### src/rtl/spi_sclk_gen_pkg.sv
package spi_sclk_gen_pkg;

    typedef enum logic [1:0] {
        PH_IDLE  = 2'd0,
        PH_LEAD  = 2'd1,
        PH_TRAIL = 2'd2
    } phase_t;

    typedef struct packed {
        logic cpol;
        logic cpha;
        logic late;
    } mode_t;

endpackage

### src/rtl/spi_div_decode.sv
module spi_div_decode #(
    parameter int FIELD_W    = 5,
    parameter int DIRECT_MAX = 15,
    parameter int HALF_W     = FIELD_W
) (
    input  logic [FIELD_W-1:0] field_i,
    output logic [HALF_W-1:0]  lead_len_o,
    output logic [HALF_W-1:0]  trail_len_o
);
    localparam int DIV_W     = FIELD_W + 1;
    localparam int FIELD_MAX = (1 << FIELD_W) - 1;
    localparam int EVEN_BASE = DIRECT_MAX + 1;

    logic [DIV_W-1:0] div_n;

    generate
        if (FIELD_MAX > DIRECT_MAX) begin : g_two_range
            // upper codes select even divisors counted from EVEN_BASE
            always_comb begin
                if (int'(field_i) <= DIRECT_MAX)
                    div_n = DIV_W'(field_i);
                else
                    div_n = DIV_W'((int'(field_i) - EVEN_BASE) * 2);
            end
        end else begin : g_direct_only
            always_comb div_n = DIV_W'(field_i);
        end
    endgenerate

    // divisors below two run at the fastest rate: one cycle per phase
    always_comb begin
        if (div_n < DIV_W'(2)) begin
            lead_len_o  = HALF_W'(1);
            trail_len_o = HALF_W'(1);
        end else begin
            lead_len_o  = HALF_W'((int'(div_n) + 1) / 2);
            trail_len_o = HALF_W'(int'(div_n) / 2);
        end
    end

endmodule

### src/rtl/spi_phase_timer.sv
module spi_phase_timer #(
    parameter int HALF_W = 5
) (
    input  logic              clk,
    input  logic              rst_n,
    input  logic              load_i,
    input  logic [HALF_W-1:0] load_val_i,
    output logic              last_o
);
    logic [HALF_W-1:0] cnt_q;

    always_ff @(posedge clk or negedge rst_n) begin
        if (!rst_n)
            cnt_q <= '0;
        else if (load_i)
            cnt_q <= load_val_i;
        else if (cnt_q != '0)
            cnt_q <= cnt_q - HALF_W'(1);
    end

    assign last_o = (cnt_q == '0);

endmodule

### src/rtl/spi_sclk_gen.sv
module spi_sclk_gen
    import spi_sclk_gen_pkg::*;
#(
    parameter int FIELD_W    = 5,
    parameter int DIRECT_MAX = 15
) (
    input  logic               clk,
    input  logic               rst_n,
    input  logic               enable_i,
    input  logic [FIELD_W-1:0] presc_field_i,
    input  logic               cpol_i,
    input  logic               cpha_i,
    input  logic               late_capture_i,
    input  logic               bit_req_i,
    output logic               sclk_o,
    output logic               launch_o,
    output logic               sample_o,
    output logic               idle_o
);
    localparam int HALF_W = FIELD_W;

    phase_t            state_q, state_d;
    mode_t             mode_q, mode_live, mode_eff;
    logic [HALF_W-1:0] lead_live, trail_live;
    logic [HALF_W-1:0] lead_q, trail_q;
    logic              tmr_load, tmr_last, cap_cfg, start_ok;
    logic [HALF_W-1:0] tmr_val;
    logic              enter_lead, enter_trail, leave_trail;
    logic              chk_armed_q;

    spi_div_decode #(
        .FIELD_W   (FIELD_W),
        .DIRECT_MAX(DIRECT_MAX),
        .HALF_W    (HALF_W)
    ) u_decode (
        .field_i    (presc_field_i),
        .lead_len_o (lead_live),
        .trail_len_o(trail_live)
    );

    spi_phase_timer #(
        .HALF_W(HALF_W)
    ) u_timer (
        .clk       (clk),
        .rst_n     (rst_n),
        .load_i    (tmr_load),
        .load_val_i(tmr_val),
        .last_o    (tmr_last)
    );

    assign start_ok  = enable_i && bit_req_i;
    assign mode_live = '{cpol: cpol_i, cpha: cpha_i, late: late_capture_i};
    assign mode_eff  = (state_q == PH_IDLE) ? mode_live : mode_q;

    // next state and timer control
    always_comb begin
        state_d  = state_q;
        tmr_load = 1'b0;
        tmr_val  = lead_live - HALF_W'(1);
        cap_cfg  = 1'b0;
        unique case (state_q)
            PH_IDLE: begin
                if (start_ok) begin          // START
                    state_d  = PH_LEAD;
                    tmr_load = 1'b1;
                    tmr_val  = lead_live - HALF_W'(1);
                    cap_cfg  = 1'b1;
                end
            end
            PH_LEAD: begin
                if (tmr_last) begin          // HALF
                    state_d  = PH_TRAIL;
                    tmr_load = 1'b1;
                    tmr_val  = trail_q - HALF_W'(1);
                end
            end
            PH_TRAIL: begin
                if (tmr_last) begin
                    if (start_ok) begin      // CHAIN
                        state_d  = PH_LEAD;
                        tmr_load = 1'b1;
                        tmr_val  = lead_q - HALF_W'(1);
                    end else begin           // STOP
                        state_d = PH_IDLE;
                    end
                end
            end
            default: state_d = PH_IDLE;
        endcase
    end

    // state register and per-bit configuration
    always_ff @(posedge clk or negedge rst_n) begin
        if (!rst_n) begin
            state_q <= PH_IDLE;
            mode_q  <= '0;
            lead_q  <= HALF_W'(1);
            trail_q <= HALF_W'(1);
        end else begin
            state_q <= state_d;
            if (cap_cfg) begin
                mode_q  <= mode_live;
                lead_q  <= lead_live;
                trail_q <= trail_live;
            end
        end
    end

    assign enter_lead  = (state_d == PH_LEAD)  && (state_q != PH_LEAD);
    assign enter_trail = (state_d == PH_TRAIL) && (state_q == PH_LEAD);
    assign leave_trail = (state_q == PH_TRAIL) && (state_d != PH_TRAIL);

    // registered outputs aligned with the SCLK edges
    always_ff @(posedge clk or negedge rst_n) begin
        if (!rst_n) begin
            sclk_o   <= 1'b0;
            launch_o <= 1'b0;
            sample_o <= 1'b0;
        end else begin
            sclk_o   <= (state_d == PH_LEAD) ? ~mode_eff.cpol : mode_eff.cpol;
            launch_o <= mode_eff.cpha ? enter_lead : enter_trail;
            if (mode_eff.cpha)
                sample_o <= mode_eff.late ? leave_trail : enter_trail;
            else
                sample_o <= mode_eff.late ? enter_trail : enter_lead;
        end
    end

    assign idle_o = (state_q == PH_IDLE);

    always_ff @(posedge clk or negedge rst_n) begin
        if (!rst_n) chk_armed_q <= 1'b0;
        else        chk_armed_q <= 1'b1;
    end


    sclk_rest_chk: assert property (@(posedge clk) disable iff (!rst_n)
        (chk_armed_q && idle_o && $past(idle_o)) |-> (sclk_o == $past(cpol_i)));


    launch_second_edge_chk: assert property (@(posedge clk) disable iff (!rst_n)
        (launch_o && !mode_q.cpha) |-> (sclk_o == mode_q.cpol));


    launch_first_edge_chk: assert property (@(posedge clk) disable iff (!rst_n)
        (launch_o && mode_q.cpha) |-> (sclk_o != mode_q.cpol));


    late_sample_chk: assert property (@(posedge clk) disable iff (!rst_n)
        (chk_armed_q && sample_o && mode_q.cpha && mode_q.late) |-> ($past(state_q) == PH_TRAIL));


    no_start_chk: assert property (@(posedge clk) disable iff (!rst_n)
        (idle_o && !enable_i) |=> idle_o);


    chain_chk: assert property (@(posedge clk) disable iff (!rst_n)
        (state_q == PH_TRAIL && tmr_last && start_ok) |=> (!idle_o && sclk_o != mode_q.cpol));

endmodule

### config.mk
export PLATFORM = sky130hd
export DESIGN_NAME = spi_sclk_gen
export DESIGN_NICKNAME = d
export VERILOG_FILES = /design/src/rtl/spi_sclk_gen_pkg.sv /design/src/rtl/spi_div_decode.sv /design/src/rtl/spi_phase_timer.sv /design/src/rtl/spi_sclk_gen.sv
export SDC_FILE = /design/constraint.sdc
export NUM_CORES = 1
export LEC_CHECK = 0
export CORE_ASPECT_RATIO = 1.1
export CORE_MARGIN = 2
export CORE_UTILIZATION = 50
export CTS_BUF_LIST = sky130_fd_sc_hd__clkbuf_16
export CTS_CLUSTER_SIZE = 20
export DETAILED_ROUTE_END_ITERATION = 16
export PLACE_DENSITY_LB_ADDON = 0.12
export SYNTH_ARGS = -nofsm -noshare
export SYNTH_HDL_FRONTEND = slang
export SYNTH_SLANG_ARGS = --single-unit
### constraint.sdc
create_clock -name clk -period 2.5 [get_ports clk]
set_input_delay 0.5 -clock clk [delete_from_list [all_inputs] [get_ports clk]]
set_output_delay 0.5 -clock clk [all_outputs]
set_load 0.05 [all_outputs]
* Word-level counts from Yosys, hierarchy flattened
Index checks and enable logic that the tools add are counted.
** Word-level totals
- Register bits after elaboration :: 23
- Bits in latches :: 0
- Memory bits (writable) :: 0
- ROM bits :: 0
- Bits of input ports :: 12
- Output and inout port bits :: 4
- Logic and storage cells :: 60
- Memories kept :: 0
** Operators by class
- Add/subtract/negate cells :: 7
- Multiply operators :: 0
- Divide/modulo/power cells :: 0
- $lt $le $gt $ge :: 2
- Equality and inequality tests :: 6
- Shifts and indexed selects :: 0
- Mux-type cells :: 25
- Bitwise gates (word level) :: 2
- Reductions and logical operators :: 8
** Operators with widths (number)
- $mux W5 :: 7
- $sub A5 B1 Y5 const B :: 4
- $mux W1 :: 10
- $pmux W5 S2 :: 1
- $add A6 B1 Y6 const B :: 1
- $lt A6 B2 Y1 const B :: 1
- $mux W2 :: 3
- $mux W6 :: 1
- $pmux W2 S3 :: 1
- $add A5 B1 Y5 :: 1
- $le A5 B4 Y1 const B :: 1
- $logic_not A5 Y1 :: 1
- $reduce_bool A5 Y1 :: 1
- $sub A5 B5 Y5 const B :: 1
- $eq A2 B1 Y1 const B :: 2
- $eq A2 B2 Y1 const B :: 2
- $logic_and A1 B1 Y1 :: 4
- $mux W3 :: 1
- $pmux W1 S3 :: 1
- $logic_not A2 Y1 :: 1
- $ne A2 B1 Y1 const B :: 1
- $ne A2 B2 Y1 const B :: 1
- $reduce_bool A2 Y1 :: 1
- $and A1 B1 Y1 const A :: 1
- $not A1 Y1 :: 1

* Logic depth before layout (Yosys ltp)
Gate-level depths: netlist of the first run.
- Depth in word-level cells :: 11
- Mapped depth :: 12
- Gate-level depth less buffers :: 11

* Modules after synthesis
From an unflattened synthesis of the first run, not the netlist that was laid out.
** Unflattened totals
- Cells, all modules :: 177
- Area total of the unflattened synthesis :: 1642.8 µm²
** Modules (own cells, without submodules)
- spi_sclk_gen :: times used 1, cells each 115, area an instance 1156.1 µm²
- spi_phase_timer :: times used 1, cells each 27, area an instance 279.0 µm²
- spi_div_decode :: times used 1, cells each 35, area an instance 207.7 µm²

* Worst setup path before layout of the first run
No wires, ideal clock.
- Path type :: register -> register
- Start :: register state_q[0]
- End :: register launch_o
- Arrival time :: 2.443 ns
- Required time :: 2.422 ns
- Path slack :: -0.021 ns
- Stages on the path, launching flop included :: 9
- Path through :: dfrtp_1 inv_1 ha_1 clkbuf_1 nand3_1 o311ai_0 a311oi_1 or4_1 a21oi_1
** Between the ends
- Cells in the longest elaborated chain, start to end :: 5
- Elaborated cells between the ends (all ways) :: 14
- Those cells by class :: eq/ne: 5; mux: 6; reduce/logical: 3
** RTL lines
- from (decl) :: RTL line spi_sclk_gen.sv:22 : phase_t state_q, state_d;
- from (signal assigned) :: RTL line spi_sclk_gen.sv:100 : state_q <= state_d;
- $logic_not A2 Y1 (*)
- named net idle_o :: RTL line spi_sclk_gen.sv:18 : output logic idle_o
- $pmux W2 S3 :: RTL line spi_sclk_gen.sv:61 : unique case (state_q)
- $eq A2 B2 Y1 or $eq A2 B1 Y1 (tied branches) :: RTL line spi_sclk_gen.sv:110, spi_sclk_gen.sv:109
- $logic_and A1 B1 Y1 (on tied branches) :: RTL line spi_sclk_gen.sv:110, spi_sclk_gen.sv:109
- $mux W1 (*) :: RTL line spi_sclk_gen.sv:121 : launch_o <= mode_eff.cpha ? enter_lead : enter_trail;
- to (signal assigned) :: RTL line spi_sclk_gen.sv:121
- to (decl) :: RTL line spi_sclk_gen.sv:16 : output logic launch_o,
The timed path passes the listed nets; every way through them passes the cells marked *.
A chain may end at the register's enable or synchronous reset.

* Worst setup path in the final report of the first run
- Start :: register u_timer.cnt_q[0]
- End :: register launch_o
** Between the ends
- Cells in the longest elaborated chain, start to end :: 6
- Elaborated cells between the ends (all ways) :: 9
- Those cells by class :: eq/ne: 2; mux: 4; reduce/logical: 3
** RTL lines
- from (decl) :: RTL line spi_phase_timer.sv:10 : logic [HALF_W-1:0] cnt_q;
- from (signal assigned) :: RTL line spi_phase_timer.sv:16 : cnt_q <= load_val_i;
- from (signal assigned) :: RTL line spi_phase_timer.sv:18 : cnt_q <= cnt_q - HALF_W'(1);
- $logic_not A5 Y1 (*) :: RTL line spi_phase_timer.sv:21 : assign last_o = (cnt_q == '0);
- $mux W2 (on tied branches) :: RTL line spi_sclk_gen.sv:78, spi_sclk_gen.sv:71
- $pmux W2 S3 (*) :: RTL line spi_sclk_gen.sv:61
- $eq A2 B2 Y1 or $eq A2 B1 Y1 (tied branches) :: RTL line spi_sclk_gen.sv:110, spi_sclk_gen.sv:109
- $logic_and A1 B1 Y1 (on tied branches) :: RTL line spi_sclk_gen.sv:110, spi_sclk_gen.sv:109
- $mux W1 (*) :: RTL line spi_sclk_gen.sv:121
Every way passes the cells marked *; elsewhere a longest branch is shown, timed or not.

==> impl_metrics.sql, run 1 <==
INSERT INTO impl_metrics (metric_group, metric, value, unit) VALUES
('floorplanning', 'fp_rows', '22', ''),
('clock_network', 'h-tree-depth', '1', ''),
('setup_path', 'worst-endpoint-arrival', '2.55', 'ns'),
('setup_path', 'number_of_buffer_and_inverter_instances_along_the_worst_setup_path', '1', ''),
('setup_path', 'cp_data_required_time', '2.68', 'ns'),
('logic_synthesis', 'sequential_area_share_after_synthesis', '0.333', ''),
('layout', 'area_growth_syn_to_layout', '22.4', '%'),
('drt', 'first_pass_iters', '4', ''),
('sta', 'clock-skew-final', '0.00291', 'ns'),
('setup_path', 'crit_path_cell_trace', 'inv_1, ha_1, or4b_4, a32o_1, nand2b_4, or4_1, a21oi_1', ''),
('grt', 'grt-ovfl-total', '0', ''),
('logic_synthesis', 'synth_edf_count', '0', ''),
('setup_path', 'worst-path-max-fanout', '5', ''),
('drt', 'first_iter_violations', '61', ''),
('clock_network', 'worst_setup_hold_path_clk_slew', '0.06', 'ns'),
('pwr', 'leakagePower', '0.000932', 'µW'),
('sta', 'holdWs', '0.498', 'ns'),
('logic_synthesis', 'synth.ff_latch_count', '23', ''),
('clock_network', 'post_cts_buffers', '0', ''),
('clock_network', 'cts-root-buf', 'clkbuf_16', ''),
('setup_path', 'library_cell_contributing_the_largest_single_delay_on_the_critical_path', 'or4b_4', ''),
('drt', 'remaining_antenna_violation_count', '0', ''),
('worst_hold_path', 'terminating_pin_of_the_worst_hold_path', 'lead_q[0]', ''),
('setup_path', 'reg2reg_to', 'launch_o', ''),
('logic_synthesis', 'synth_top_cells_by_count', '21 x dfrtp_1, 19 x nand2_1, 15 x o21ai_0', ''),
('sta', 'finalHoldViolations', '0', ''),
('logic_synthesis', 'synth_cell_types', '48', ''),
('logic_synthesis', 'dominantRegCellSynth', 'dfrtp_1', ''),
('sta', 'setup_ws', '0.129', 'ns'),
('placement', 'placement.setup.worst_slack', '-0.336', 'ns'),
('setup_path', 'worst_path_dominant_cell_family', 'simple AND/OR/NAND/NOR gates', ''),
('sta', 'fin_crit_sh', '0.949', ''),
('pwr', 'power_consumption', '2580', 'µW'),
('placement', 'post_dp_hpwl', '3.00', 'mm'),
('clock_network', 'clk_path_buf_depth', '2', ''),
('logic_synthesis', 'synth_simple_gate_area_frac', '0.210', ''),
('pwr', 'power.density', '1220', 'nW/µm²'),
('flow_run', 'max_cap_viol_count', '0', ''),
('drt', 'routed_wire_length_per_instance', '14.3', 'µm'),
('floorplanning', 'core_region_area', '3330', 'µm²'),
('logic_synthesis', 'synth.top_cells.by_area', 'dfrtp_1 30%, ha_1 6.5%, mux2_2 4.5%', ''),
('setup_path', 'cp-end-kind', 'flip-flop', ''),
('floorplanning', 'starting_density_of_the_core', '0.521', ''),
('worst_hold_path', 'hp-class', 'reg -> reg', ''),
('floorplanning', 'die-height', '65.8', 'µm'),
('logic_synthesis', 'largest_family_of_logic_cells_by_synthesized_area', 'compound AO/OA/AOI/OAI gates', ''),
('grt', 'grt_pass1_vias', '1455', ''),
('layout', 'post_route_cells_drive_above_1_share', '0.176', ''),
('logic_synthesis', 'synthArstFlopShare', '1.00', ''),
('logic_synthesis', 'ys.warnings.count', '0', ''),
('setup_path', 'slowest_cell_delay_on_critical_path', '0.52', 'ns'),
('drt', 'vias', '1571', ''),
('logic_synthesis', 'netlist_instances', '202', ''),
('clock_network', 'cts_hold_repair.buffers', '0', ''),
('layout', 'ff_latch_area', '578', 'µm²'),
('sta', 'fmaxAchievable', '0.422', 'GHz'),
('clock_network', 'cts_tree', 'yes', ''),
('logic_synthesis', 'share_of_cell_area_taken_by_muxes_after_synthesis', '0.0627', ''),
('status', 'status', 'finished clean', ''),
('layout', 'finish.net_count', '249', ''),
('grt', 'grt_use_total', '0.220', ''),
('setup_path', 'r2r_setup_slack', '0.13', 'ns'),
('pwr', 'power.ir.vdd_worst', '0.582', 'mV'),
('sta', 'min_period', '2.37', 'ns'),
('sta', 'grt_setup_unrepaired', 'no', ''),
('clock_network', 'cts_made_buffers', '3', ''),
('placement', 'dpl-instance-area', '2030', 'µm²'),
('logic_synthesis', 'synth_fa_ha_area_frac', '0.0649', ''),
('logic_synthesis', 'synth_nets', '223', ''),
('sta', 'setup-violations-final', '0', ''),
('logic_synthesis', 'synth_area_per_cell', '8.59', 'µm²');
==> worst max-delay path by stage <==
stage / from / to
after global placement: presc_field_i[1] / u_timer.cnt_q[4]
after floorplan: presc_field_i[4] / u_timer.cnt_q[4]
final: u_timer.cnt_q[0] / launch_o
after detailed placement: presc_field_i[4] / u_timer.cnt_q[4]
after CTS: presc_field_i[0] / u_timer.cnt_q[4]
after global routing: u_timer.cnt_q[0] / launch_o
==> where the power goes <==
| part | switching (µW) | internal (µW) | total (µW) |
|---|---|---|---|
| registers | 138 | 554 | 692 |
| clock network | 135 | 217 | 352 |
| logic | 861 | 677 | 1540 |
==> cell usage in the layout, fill, tap and decap left out, types with 5 or more instances in the layout <==
| master | instances |
|---|---|
| dfrtp_1 | 21 |
| buf_4 | 19 |
| nor2_1 | 12 |
| xor2_1 | 7 |
| o21ai_0 | 13 |
| mux2_2 | 7 |
| xnor2_1 | 6 |
| clkdlybuf4s50_1 | 12 |
| a21oi_1 | 13 |
| inv_1 | 12 |
| ha_1 | 7 |
| nand3_1 | 5 |
| nor3_1 | 8 |
| nand2_1 | 19 |
==> routing by layer <==
| metal | track usage | routed length (µm) | up-vias | part of all wire |
|---|---|---|---|---|
| li1 | - | - | 780 | - |
| met1 | 0.310 | 1800 | 742 | 0.46 |
| met2 | 0.342 | 1920 | 41 | 0.49 |
| met3 | 0.0176 | 126 | 8 | 0.032 |
| met4 | 0.0889 | 80 | 0 | 0.020 |
| met5 | 0 | 0 | - | 0 |
==> repair_timing <==
| item | in CTS | in global routing |
|---|---|---|
| gates resized for setup | 3 | 3 |
| pin swaps | 1 | 2 |
| endpoints found under the setup margin | 1 | 2 |
==> worst reg2reg max path, stage by stage (launching register included) <==
cell      delay (ns)
dfrtp_1         0.39
inv_1           0.11
ha_1            0.22
or4b_4          0.52
a32o_1          0.25
nand2b_4        0.16
or4_1           0.48
a21oi_1         0.16
==> layout make-up <==
cell class | count | share of cell area
multi-input combinational | 155 | 0.506
inverter | 12 | 0.0212
timing repair buffer | 33 | 0.134
clock inverter | 1 | 0.00354
clock buffer | 3 | 0.0354
sequential | 23 | 0.272
tap | 48 | 0.0283
==> state kept, by name (all words and copies together) (netlist names) <==
name	count
u_timer.cnt_q	5
launch_o	1
mode_q	3
sample_o	1
lead_q	5
trail_q	5
state_q	2
sclk_o	1
==> metrics by stage <==
| step | TNS [ns] | util | std cells |
|---|---|---|---|
| after floorplan | 0 | - | 202 |
| after global placement | -0.798 | 0.610 | 271 |
| after detailed placement | -1.11 | 0.610 | 271 |
| after CTS | 0 | 0.636 | 275 |
| after global routing | 0 | 0.637 | 275 |
| final | 0 | 0.637 | 275 |
==> cells by family after synthesis <==
logic type	Yosys count
fa+ha+maj	9
buf+inv	24
flops	23
simple gates	68
compound gates	55
xor+xnor	13
mux	10
(Power assumes the default switching activity.)
==> run 2: changes to the inputs <==
--- a/config.mk
+++ b/config.mk
@@ -11,7 +11,7 @@
 export CTS_BUF_LIST = sky130_fd_sc_hd__clkbuf_16
 export CTS_CLUSTER_SIZE = 20
 export DETAILED_ROUTE_END_ITERATION = 16
-export PLACE_DENSITY_LB_ADDON = 0.12
+export PLACE_DENSITY_LB_ADDON = 0.3
 export SYNTH_ARGS = -nofsm -noshare
 export SYNTH_HDL_FRONTEND = slang
 export SYNTH_SLANG_ARGS = --single-unit
==> run 2 against run 1 <==
Effect of this change: largest cell class unchanged; power is 0.28% higher; clock skew is 0.0023 ns higher; wire length is 1.2% higher; critical path depth is 5 higher; sequential power is 0.7% higher.
==> impl_metrics.sql, run 2 (synthesis results as in run 1) <==
INSERT INTO impl_metrics (metric_group, metric, value, unit) VALUES
('status', 'status', 'finished clean', ''),
('sta', 'tightestPinTransition', '0.494', 'ns'),
('grt', 'grt_start_max_net_pins', '24', ''),
('layout', 'n_fill_cell', '278', ''),
('sta', 'grt_setup_unrepaired', 'no', ''),
('clock_network', 'cts_tree', 'yes', ''),
('clock_network', 'h-tree-depth', '1', ''),
('floorplanning', 'die_x_extent', '60.2', 'µm'),
('setup_path', 'worst-endpoint-arrival', '2.50', 'ns'),
('setup_path', 'r2r-start', 'u_timer.cnt_q[0]', ''),
('setup_path', 'reg2reg_to', 'launch_o', ''),
('sta', 'fin_setup_tns', '0', 'ns'),
('placement', 'post_dp_hpwl', '3.03', 'mm'),
('pwr', 'leakagePower', '0.000931', 'µW'),
('setup_path', 'crit_path_start_kind', 'input pin', ''),
('layout', 'post-route-util', '0.643', ''),
('placement', 'globalplace.congestion', '0.898', ''),
('drt', 'wl', '3.97', 'mm'),
('drt', 'drcViolationCount', '0', ''),
('layout', 'final_cell_mix', '21 x dfrtp_1, 20 x buf_4, 19 x nand2_1', ''),
('placement', 'placement.io_buffers', '15', ''),
('layout', 'n_antenna_cell', '0', ''),
('flow_run', 'max_cap_viol_count', '0', ''),
('floorplanning', 'starting_density_of_the_core', '0.521', ''),
('sta', 'min_period', '2.36', 'ns'),
('clock_network', 'clock-sinks', '23', ''),
('layout', 'post_layout_inst_area', '2140', 'µm²'),
('drt', 'route.detailed.vias_per_inst', '5.80', ''),
('sta', 'clock-skew-final', '0.00526', 'ns'),
('sta', 'setup-violations-final', '0', ''),
('worst_hold_path', 'terminating_pin_of_the_worst_hold_path', 'lead_q[0]', ''),
('floorplanning', 'io_pins', '16', ''),
('layout', 'layout.cells.most_common', 'dfrtp_1', ''),
('sta', 'fin_crit_sh', '0.943', ''),
('setup_path', 'timing.setup.critical_path_class', 'in -> reg', ''),
('grt', 'grt_pass1_vias', '1474', ''),
('sta', 'fmaxAchievable', '0.424', 'GHz'),
('grt', 'grt_first_pass_wirelength', '6.71', 'mm'),
('grt', 'grt_use_total', '0.222', ''),
('setup_path', 'worstRegToRegCells', '7', ''),
('placement', 'placement.setup.worst_slack', '-0.326', 'ns'),
('clock_network', 'cts-root-buf', 'clkbuf_16', ''),
('drt', 'first_pass_iters', '4', ''),
('worst_hold_path', 'min_delay_path_depth', '2', ''),
('setup_path', 'cp-end-kind', 'flip-flop', ''),
('sta', 'finalHoldViolations', '0', ''),
('layout', 'largest_registers', 'lead_q (5), trail_q (5), u_timer.cnt_q (5)', ''),
('clock_network', 'cts_hold_repair.buffers', '0', ''),
('setup_path', 'worst-path-max-fanout', '5', ''),
('grt', 'antenna_found_initial', '0', ''),
('setup_path', 'cp_data_required_time', '2.65', 'ns'),
('pwr', 'power.ir.vdd_worst', '0.564', 'mV'),
('clock_network', 'clock_latency', '0.26', 'ns'),
('placement', 'dpl-instance-area', '2030', 'µm²'),
('floorplanning', 'die-height', '65.8', 'µm'),
('drt', 'vias', '1600', ''),
('grt', 'grt-ovfl-total', '0', ''),
('layout', 'finish.net_count', '250', ''),
('floorplanning', 'floorplan.die_area', '3960', 'µm²'),
('layout', 'post_route_cells_drive_above_1_share', '0.184', ''),
('floorplanning', 'fp_rows', '22', ''),
('worst_hold_path', 'hp-class', 'reg -> reg', ''),
('clock_network', 'worst_setup_hold_path_clk_slew', '0.06', 'ns'),
('drt', 'first_iter_violations', '74', ''),
('clock_network', 'cts_made_buffers', '3', ''),
('setup_path', 'crit_start', 'presc_field_i[1]', ''),
('setup_path', 'r2r_setup_slack', '0.17', 'ns'),
('worst_hold_path', 'startpoint_of_the_worst_hold_path', 'lead_q[0]', ''),
('drt', 'remaining_antenna_violation_count', '0', ''),
('layout', 'fin_cells', '276', ''),
('placement', 'place_inst', '270', ''),
('pwr', 'power.density', '1210', 'nW/µm²'),
('drt', 'routed_wire_length_per_instance', '14.4', 'µm'),
('clock_network', 'clk_path_buf_depth', '2', ''),
('layout', 'area_growth_syn_to_layout', '23.4', '%'),
('sta', 'setup_ws', '0.142', 'ns'),
('sta', 'slew_viol_final', '0', ''),
('sta', 'timing.slew.headroom', '0.670', ''),
('floorplanning', 'core_region_area', '3330', 'µm²');
run 2: per-layer routing:
| layer | GRT usage | share of wire | vias up |
|---|---|---|---|
| met2 | 0.367 | 0.50 | 44 |
| met1 | 0.298 | 0.45 | 779 |
| li1 | - | - | 773 |
| met4 | 0.0667 | 0.0086 | 0 |
| met3 | 0.0294 | 0.043 | 4 |
| met5 | 0 | 0 | - |
run 2: how the worst max path moves through the flow:
stage | cells after the start | endpoint
2_1_floorplan | 12 | u_timer.cnt_q[4]
3_3_place_gp | 9 | u_timer.cnt_q[3]
3_5_place_dp | 12 | u_timer.cnt_q[4]
4_1_cts | 12 | u_timer.cnt_q[4]
5_1_grt | 12 | u_timer.cnt_q[4]
6_report | 12 | u_timer.cnt_q[4]
run 2: stage by stage:
step / hold WS, ns / power (µW)
floorplan: 0.204 / 1790
global placement: 0.487 / 2140
detailed placement: 0.493 / 2210
CTS: 0.507 / 2580
global route: 0.531 / 2780
finish: 0.503 / 2590
run 2: worst max-delay path, stage by stage:
cell and delay [ns]:
clkdlybuf4s50_1 0.48, inv_1 0.05, o21ai_2 0.18, ha_4 0.19, xnor2_1 0.06, a22oi_1 0.16, o21ai_0 0.14, ha_1 0.20
inv_1 0.06, nor2_1 0.04, a32o_1 0.22, a31o_2 0.23
run 2: timing repair:
item / 4_1_cts / 5_1_grt
endpoints found under the setup margin: 3 / 3
resized for setup: 3 / 3
hold endpoints to repair: 0 / 0
setup buffers: 1 / 1
pin swaps: 1 / 2
run 2: layout make-up:
type,instances,area [µm²],area share
flip-flops and latches,23,578,0.270
inverters,12,45.0,0.0210
well taps,48,60.1,0.0281
multi-input cells,155,1090,0.507
repair buffers,34,289,0.135
clock inverters,1,7.51,0.00351
clock buffers,3,75.1,0.0351
run 2: power breakdown:
| group | switching [µW] | leakage [µW] | internal, µW |
|---|---|---|---|
| registers | 143 | 0.000285 | 554 |
| logic | 865 | 0.000609 | 675 |
| clock network | 134 | 0.0000371 | 217 |
| total | 1140 | 0.000931 | 1450 |
==> run 3: changes to the inputs <==
--- a/config.mk
+++ b/config.mk
@@ -11,7 +11,9 @@
 export CTS_BUF_LIST = sky130_fd_sc_hd__clkbuf_16
 export CTS_CLUSTER_SIZE = 20
 export DETAILED_ROUTE_END_ITERATION = 16
+export GPL_TIMING_DRIVEN = 0
 export PLACE_DENSITY_LB_ADDON = 0.3
 export SYNTH_ARGS = -nofsm -noshare
 export SYNTH_HDL_FRONTEND = slang
 export SYNTH_SLANG_ARGS = --single-unit
+export TNS_END_PERCENT = 5
==> run 3 against run 2 <==
Effect of this change: non-clock buffer count decreased by 10; sequential share of layout area rose by 1.0 points; global-route usage down 0.65 points; die area did not move; maximum frequency fell by 0.99%; power shrank 1.7%; largest cell class unchanged; first-iteration DRC count down 4.1%; critical endpoint is now u_timer.cnt_q[0]; sequential power barely moved; critical path depth decreased by 4; cell count shrank 3.6%; sequential cell count stayed put.
==> impl_metrics.sql, run 3 (synthesis results as in run 1) <==
INSERT INTO impl_metrics (metric_group, metric, value, unit) VALUES
('status', 'status', 'finished clean', ''),
('setup_path', 'slowest_cell_delay_on_critical_path', '0.49', 'ns'),
('layout', 'final_cell_mix', '21 x dfrtp_1, 18 x nand2_1, 13 x a21oi_1, 13 x o21ai_0, 12 x nor2_1', ''),
('drt', 'first_iter_violations', '71', ''),
('sta', 'clock-skew-final', '0.00658', 'ns'),
('clock_network', 'cts_made_buffers', '3', ''),
('floorplanning', 'die-height', '65.8', 'µm'),
('sta', 'min_period', '2.38', 'ns'),
('setup_path', 'crit_path_start_kind', 'flip-flop', ''),
('setup_path', 'cp-end-kind', 'flip-flop', ''),
('clock_network', 'h-tree-depth', '1', ''),
('drt', 'route.detailed.vias_per_inst', '5.80', ''),
('pwr', 'switchingPower', '1140', 'µW'),
('flow_run', 'max_cap_viol_count', '0', ''),
('floorplanning', 'core_region_area', '3330', 'µm²'),
('sta', 'holdWs', '0.509', 'ns'),
('grt', 'grt_pass1_vias', '1416', ''),
('setup_path', 'library_cell_contributing_the_largest_single_delay_on_the_critical_path', 'or4b_4', ''),
('grt', 'grt_use_total', '0.215', ''),
('setup_path', 'worst-endpoint-arrival', '2.55', 'ns'),
('drt', 'first_pass_iters', '4', ''),
('clock_network', 'cts-root-buf', 'clkbuf_16', ''),
('sta', 'setup-violations-final', '0', ''),
('clock_network', 'worst_setup_hold_path_clk_slew', '0.06', 'ns'),
('pwr', 'switching_share_of_total_power', '0.449', ''),
('pwr', 'p_seq_frac', '0.273', ''),
('grt', 'grt_start_max_net_pins', '24', ''),
('sta', 'tightestPinTransition', '1.02', 'ns'),
('placement', 'post_dp_hpwl', '2.79', 'mm'),
('floorplanning', 'floorplan.die_area', '3960', 'µm²'),
('drt', 'wl', '3.78', 'mm'),
('placement', 'globalplace.congestion', '0.832', ''),
('layout', 'largest_registers', 'lead_q (5), trail_q (5), u_timer.cnt_q (5)', ''),
('pwr', 'power.density', '1230', 'nW/µm²'),
('drt', 'routed_wire_length_per_instance', '14.2', 'µm'),
('layout', 'n_antenna_cell', '0', ''),
('drt', 'remaining_antenna_violation_count', '0', ''),
('clock_network', 'cts_hold_repair.buffers', '0', ''),
('floorplanning', 'die_x_extent', '60.2', 'µm'),
('grt', 'grt_first_pass_wirelength', '6.49', 'mm'),
('clock_network', 'clock-sinks', '23', ''),
('sta', 'finalHoldViolations', '0', ''),
('layout', 'area_growth_syn_to_layout', '18.7', '%'),
('pwr', 'comb_power_share', '0.586', ''),
('sta', 'fin_crit_sh', '0.952', ''),
('placement', 'placement.io_buffers', '13', ''),
('sta', 'timing.slew.headroom', '0.316', ''),
('drt', 'drcViolationCount', '0', ''),
('drt', 'vias', '1543', ''),
('grt', 'grt-ovfl-total', '0', ''),
('floorplanning', 'starting_density_of_the_core', '0.521', ''),
('pwr', 'p_int', '1400', 'µW'),
('layout', 'post_route_cells_drive_above_1_share', '0.147', ''),
('pwr', 'leakagePower', '0.000873', 'µW'),
('setup_path', 'crit_path_cell_trace', 'inv_1, ha_4, or4b_4, buf_4, o21a_1, a21oi_4, mux2_2, o221ai_1', ''),
('grt', 'antenna_found_initial', '0', ''),
('floorplanning', 'io_pins', '16', ''),
('sta', 'fmaxAchievable', '0.420', 'GHz'),
('floorplanning', 'fp_rows', '22', ''),
('clock_network', 'clock_latency', '0.26', 'ns'),
('sta', 'grt_setup_unrepaired', 'no', ''),
('pwr', 'power.ir.vdd_worst', '0.638', 'mV'),
('setup_path', 'worst-path-max-fanout', '10', ''),
('setup_path', 'cp_data_required_time', '2.67', 'ns'),
('clock_network', 'clk_path_buf_depth', '2', ''),
('clock_network', 'cts_tree', 'yes', ''),
('worst_hold_path', 'hp-class', 'reg -> reg', ''),
('layout', 'layout.cells.most_common', 'dfrtp_1', ''),
('layout', 'finish.net_count', '240', ''),
('pwr', 'power.share.clock', '0.141', ''),
('sta', 'slew_viol_final', '0', ''),
('setup_path', 'timing.setup.critical_path_class', 'reg -> reg', ''),
('sta', 'fin_setup_tns', '0', 'ns');
==> run 3: stage by stage <==
stage	area, µm²	util	setup WS [ns]	cells	total power [µW]
after global placement	1930	0.579	-0.815	263	2090
after CTS	2020	0.607	-0.00848	266	2490
after global routing	2060	0.619	0.000124	266	2760
after detailed placement	1930	0.579	-0.820	263	2130
final	2060	0.619	0.119	266	2540
after floorplan	1740	-	-0.00887	202	1790
==> run 3: power by group through the flow <==
stage          clock network, µW  logic, µW  registers (µW)
2_1_floorplan                  0       1060             729
3_3_place_gp                   0       1400             690
3_5_place_dp                   0       1430             698
4_1_cts                      360       1440             691
5_1_grt                      378       1660             720
6_report                     358       1490             695
==> run 3: final cells by class <==
type,instances,area [µm²]
buffer,10,55.1
clock buffer,3,75.1
clock inverter,1,7.51
fill,301,1270
inverter,12,45.0
multi-input combinational,155,1100
sequential,23,578
tap,48,60.1
timing repair buffer,14,135
==> run 3: layer usage <==
layer  wire length, µm  track usage  share of wire  vias up
met3               118       0.0294          0.031        5
met4                42       0.0583          0.011        0
li1                  -            -              -      764
met1              1790        0.289           0.47      747
met2              1830        0.359           0.48       27
met5                 0            0              0        -
==> run 3: path summary, 6_finish.rpt <==
check,to,from,cells past startpoint,slack (ns)
max in group asynchronous,lead_q[2],rst_n,1,1.08
worst min register to register,mode_q[2],mode_q[2],1,0.51
worst min-delay path,mode_q[2],mode_q[2],1,0.51
min in group asynchronous,state_q[1],rst_n,1,0.79
worst max register to register,u_timer.cnt_q[0],u_timer.cnt_q[1],8,0.12
worst max-delay path,u_timer.cnt_q[0],u_timer.cnt_q[1],8,0.12
==> run 3: worst max-delay path, delay by kind of cell (launching register included) <==
| kind | cells | cell delay [ns] |
|---|---|---|
| compound gates | 3 | 0.60 |
| simple gates | 1 | 0.49 |
| flops | 1 | 0.39 |
| mux | 1 | 0.36 |
| fa+ha+maj | 1 | 0.16 |
| buf+inv | 2 | 0.30 |
==> run 3: timing repair <==
item,in CTS,in global routing
pin swaps,1,3
setup endpoints to repair,8,9
setup buffers,1,0
gates resized for setup,11,15
